--- config.mk ---
export PLATFORM = sky130hd
export DESIGN_NAME = mode_unlock_bank_sel
export DESIGN_NICKNAME = d
export VERILOG_FILES = /design/src/rtl/mode_unlock_bank_sel.sv
export SDC_FILE = /design/constraint.sdc
export NUM_CORES = 1
export LEC_CHECK = 0
export BUFFER_PORTS_ARGS = -buffer_cell sky130_fd_sc_hd__buf_4
export CAP_MARGIN = 20
export CELL_PAD_IN_SITES_DETAIL_PLACEMENT = 0
export CELL_PAD_IN_SITES_GLOBAL_PLACEMENT = 1
export CORE_AREA = 2 2 46 48
export CTS_CLUSTER_DIAMETER = 200
export DETAILED_ROUTE_END_ITERATION = 7
export DIE_AREA = 0 0 48 50
export GPL_TIMING_DRIVEN = 0
export PLACE_DENSITY_LB_ADDON = 0.1
export SYNTH_ARGS = -nofsm -noshare
export SYNTH_HDL_FRONTEND = slang
export SYNTH_SLANG_ARGS = --single-unit
--- constraint.sdc ---
create_clock -name clk -period 2 [get_ports clk]
set_clock_uncertainty 0.2 [all_clocks]
set_input_delay 0.6 -clock clk [delete_from_list [all_inputs] [get_ports clk]]
set_output_delay 0.6 -clock clk [all_outputs]
set_load 0.01 [all_outputs]
--- src/rtl/mode_unlock_bank_sel.sv ---
module mode_unlock_bank_sel #(
  parameter int ADDR_W = 3,
  parameter int DATA_W = 8,
  parameter int SEL_PORT = 7,
  parameter logic [DATA_W-1:0] KEY0 = 8'h07,
  parameter logic [DATA_W-1:0] KEY1 = 8'h0D,
  parameter logic [DATA_W-1:0] KEY2 = 8'h06,
  parameter logic [DATA_W-1:0] KEY3 = 8'h12
) (
  input  logic              clk,
  input  logic              rst_n,
  input  logic              wr_en,
  input  logic              rd_en,
  input  logic [ADDR_W-1:0] addr,
  input  logic [DATA_W-1:0] wdata,
  output logic [DATA_W-1:0] rdata,
  output logic              enhanced,
  output logic [1:0]        bank
);

  localparam logic [ADDR_W-1:0] SEL_ADDR = ADDR_W'(SEL_PORT);
  localparam logic [1:0] BANK_RSVD = 2'b11;

  logic [1:0]        step_q;
  logic              enh_q;
  logic [1:0]        bank_q;
  logic [DATA_W-1:0] want_byte;

  wire sel_hit   = (addr == SEL_ADDR);
  wire sel_wr    = wr_en && sel_hit;
  wire other_acc = (wr_en || rd_en) && !sel_hit;
  wire [1:0] code = wdata[DATA_W-1 -: 2];

  always_comb begin
    case (step_q)
      2'd0:    want_byte = KEY0;
      2'd1:    want_byte = KEY1;
      2'd2:    want_byte = KEY2;
      default: want_byte = KEY3;
    endcase
  end

  always_ff @(posedge clk) begin
    if (!rst_n) begin
      step_q <= '0;
      enh_q  <= 1'b0;
      bank_q <= '0;
    end else if (!enh_q) begin
      if (sel_wr) begin
        if (wdata == want_byte) begin
          if (step_q == 2'd3) begin
            enh_q  <= 1'b1;
            bank_q <= '0;
            step_q <= '0;
          end else begin
            step_q <= step_q + 2'd1;
          end
        end else if (wdata == KEY0) begin
          step_q <= 2'd1;
        end else begin
          step_q <= '0;
        end
      end else if (other_acc) begin
        step_q <= '0;
      end
    end else if (sel_wr && code != BANK_RSVD) begin
      bank_q <= code;
    end
  end

  assign enhanced = enh_q;
  assign bank     = bank_q;
  assign rdata    = (enh_q && rd_en && sel_hit) ? {bank_q, {(DATA_W-2){1'b0}}} : '0;

endmodule

; ---- Word level (Yosys, flattened, before mapping)
; Index checks and enable logic that the tools add are counted.
[word_totals]
ff_bits = 5
latchBits = 0
ram_bits = 0
rom_bits = 0
mem_count = 0
[op_classes]
addsub = 1
n_mul = 0
n_div = 0
order_cmp = 0
n_eq_ne = 8
shifts = 0
mux = 16
bitwise_logic = 1
reduce_logical = 14
[op_table]
columns = cell, n
row1 = $mux 2, 9
row2 = $pmux 5 s3, 1
row3 = $eq 8x3->1 const B, 1
row4 = $eq 8x8->1, 1
row5 = $mux 8, 1
row6 = $reduce_bool 2->1, 4
row7 = $logic_and 1x1->1, 5
row8 = $mux 1, 5
row9 = $eq 2x2->1 const B, 2
row10 = $reduce_and 4->1, 1
row11 = $eq 3x3->1 const B, 1
row12 = $add 2x1->2 const B, 1
row13 = $eq 2x1->1 const B, 1
row14 = $logic_not 2->1, 1
row15 = $ne 2x1->1 const B, 1
row16 = $ne 2x2->1 const B, 1
row17 = $reduce_and 2->1, 1
row18 = $logic_not 1->1, 1
row19 = $logic_or 1x1->1, 1
row20 = $not 1->1, 1

; ---- Depth between registers and ports, before layout
[depth]
depth_word = 6
ltp_mapped = 6
ltp_nobuf = 6

; ---- Worst setup path before layout
; No wires, ideal clock.
[synth_path]
path_type = in2reg
from = input wdata[7]
to = register step_q[1]
arrival_ps = 1909
required_time_ps = 1730
path_slack_ps = -179
cell_stages = 4
path_buffers = 0
path_cell_list = or4b_4 -> or3_1 -> a2111o_1 -> a21boi_1
[synth_between]
elab_chain_len = 3
[synth_lines]
columns = element, line_no
row1 = start: declaration, 15  ; input logic [DATA_W-1:0] wdata,
row2 = $eq 8x8->1, 50  ; if (wdata == want_byte) begin
row3 = $mux 2, 50
row4 = $mux 2, 49  ; if (sel_wr) begin
row5 = end signal: assignment, 56  ; step_q <= step_q + 2'd1;
row6 = end: declaration, 24  ; logic [1:0] step_q;
; No other way between the ends.
; A chain may end at the register's enable or synchronous reset.

; ---- Final worst setup path
[layout_path]
from = input wdata[5]
to = register step_q[1]
; The elaborated chain is that of the path after synthesis.

==> results.tsv <==
metric	value	unit
fraction of synthesized area in multiplexers	0	%
most common flop cell mapped by yosys	dfxtp_1	
clk sinks	5	
Min-Delay Path Class	reg -> reg	
Synth Cell Area	451.7	µm²
Reg2Reg Depth	7	
hold violation count in the final report	0	
initial antenna violation count	0	
CTS Hold Bufs	0	
Initial DRC Count	0	
hold depth	2	
Max Cap Viol	0	
Leak	0.0003146	µW
Final Cycle Share	106.1	%
root buf cell	clkbuf_4	
largest family of logic cells by synthesized area	simple AND/OR/NAND/NOR gates	
Rows	16	
Critical Path AT	2.09	ns
post-synthesis adder-cell area fraction	11.08	%
global-route wire length before repair	1676	µm
first drt pass iteration count	1	
Area contributors post-synth	dfxtp_1 22%, ha_1 11%, buf_4 10%	
final core occ	38.36	%
Die W	48	µm
Synth Warn #	0	
n_diodes	0	
vias per inst	4.358	
ys async rst share	0	%
Setup crit end	step_q[1]	
CTS tree	yes	
final WL	1055	µm
CTS buffer count	3	
initial cell density of the core	23.75	%
VDD IR max	204.2	µV
Post-DP Area	646.9	µm²
PnR worst setup slack	-0.1216	ns
total core area	1902	µm²
gpl congestion	0.6625	
Total Routing Usage GR	9.547	%
Setup Slack @ Placement	-0.4130	ns
Seq/Total Area, Yosys	22.16	%
Final Setup Violations	6	
# fillers	212	
DRC violations left	0	
clk slew on worst S/H paths	0.04	ns
fmax	471.3	MHz
RSZ-0062 raised after global routing	true	
final critical-path required period	2.122	ns
final net count	102	
hold_ws	0.2697	ns
Final Slew Violations	0	
Synth Area in XOR/XNOR	3.878	%
cells along the critical path	buf_6 -> or4b_4 -> or3_4 -> a2111o_1 -> a21boi_1	
reg2reg setup slack	0.04	ns
synthesized area per cell	8.522	µm²
Routed Antenna Nets	0	
largest area contributor in the netlist	dfxtp_1	
simple logic cell fraction of the synthesized area	31.30	%
Worst Path Max Fanout	3	
Cells after Synth	53	
most frequent cells after synthesis	6 x buf_4, 5 x dfxtp_1, 4 x ha_1, 4 x inv_1, 3 x nand3b_1	
power per cell area	370.1	nW/µm²
RR Endpoint	bank[1]	
worst endpoint required time	1.97	ns
#FFs+latches synth	5	
io pins	26	
vias in the first global route	453	
H-tree levels	1	
CP Launch Type	input port	
PortBufs	19	
pin count of the biggest net entering global routing	8	
failing checks	setup timing	
status	complete, but fails checks	
die area	2400	µm²
max incr delay on CP	0.56	ns
clock insertion delay at the later pin of the skew report	0.24	ns
worst flop-to-flop path startpoint	step_q[0]	
post-route cell area	729.5	µm²
synthesis-to-layout area growth	61.50	%
wire length per cell	9.679	µm
Die H	50	µm
Synth top area share	22.16	%
ratio of cells with drive above 1 in the final layout	47.56	%
Post-synth EDFFs	0	
most common cell in the netlist	buf_4	
total power draw	270.0	µW
post-synthesis compound-gate area fraction	17.45	%
Yosys cell types	29	
Overflow after GRT	0	
DR vias	475	
CTS Buffer Depth	2	
Crit. End Element	flop	
critical path startpoint	wdata[5]	
crit path kind	in -> reg	
Crit-path slowest cell	or4b_4	
## kinds of logic (layout without fill, tap and decap cells)
kind of cell	after synthesis	count (layout)
simple gates	20	20
fa+ha+maj	4	4
xor+xnor	2	2
buf+inv	10	34
compound gates	11	11
other cells	1	6
flops	5	5
## repair_timing
item                                    4_1_cts  5_1_grt
endpoints found under the setup margin        6        7
gates resized for setup                       7        4
hold endpoints to repair                      0        0
buffers inserted                              0        1
pin swaps                                     4        1
## worst max-delay path: cells and delay by family
family	cells	cell delay, ns
AO/OA/AOI/OAI	2	0.48
buffers and inverters	1	0.09
AND/OR/NAND/NOR	2	0.93
## worst min path at each step
stage	from	end	slack (ns)
3_3_place_gp	bank[1]	bank[1]	0.27
5_1_grt	bank[1]	bank[1]	0.31
6_report	bank[1]	bank[1]	0.27
3_5_place_dp	bank[1]	bank[1]	0.26
4_1_cts	bank[1]	bank[1]	0.27
2_1_floorplan	step_q[1]	step_q[1]	0.26
## registers in the layout, summed over array words and instances, names as in the netlist
signal and flops:
bank 2, enhanced 1, step_q 2
## routing by layer
metal | routed length [µm] | share of wire [%] | up-vias | GRT usage [%]
li1 | - | - | 242 | -
met1 | 433 | 41 | 217 | 10.55
met2 | 553 | 52 | 16 | 16.22
met3 | 69 | 6.5 | 0 | 2.564
met4 | 0 | 0 | 0 | 4.054
met5 | 0 | 0 | - | 0
## cell type report
cell class                      instances  area, µm²  share of cell area [%]
Buffer                                  6      45.04                   6.175
Inverter                                4      15.01                   2.058
Timing Repair Buffer                   20      157.7                   21.61
Tap cell                               27      33.78                   4.631
Clock buffer                            4      26.28                   3.602
Sequential cell                         5      105.1                   14.41
Multi-Input combinational cell         43      346.6                   47.51
## layout by cell type, fill, tap and decap left out, types with 2 or more instances in the layout
cell and count:
o211ai_1 2, clkbuf_4 3, o21ai_0 2, nor2_1 2
conb_1 6, or3b_2 2, buf_6 2, nand3_1 2
ha_1 3, buf_4 24, and3_1 2, nand3b_1 3
dfxtp_1 3, inv_1 4
## through the flow
| step | instances | setup TNS, ns |
|---|---|---|
| floorplan | 58 | -0.6181 |
| global placement | 104 | -1.679 |
| detailed placement | 104 | -1.653 |
| CTS | 108 | -0.3437 |
| global route | 109 | -0.5984 |
| finish | 109 | -0.3780 |
## power breakdown
part | internal, µW | leakage [µW] | total (µW) | switching, µW
Sequential | 98.7 | 0.0000416 | 98.7 | 0.0131
Combinational | 35.3 | 0.000258 | 58.3 | 23.0
Clock | 75.2 | 0.0000150 | 113 | 37.7
Total | 209 | 0.000315 | 270 | 60.7
(Power assumes the default switching activity.)
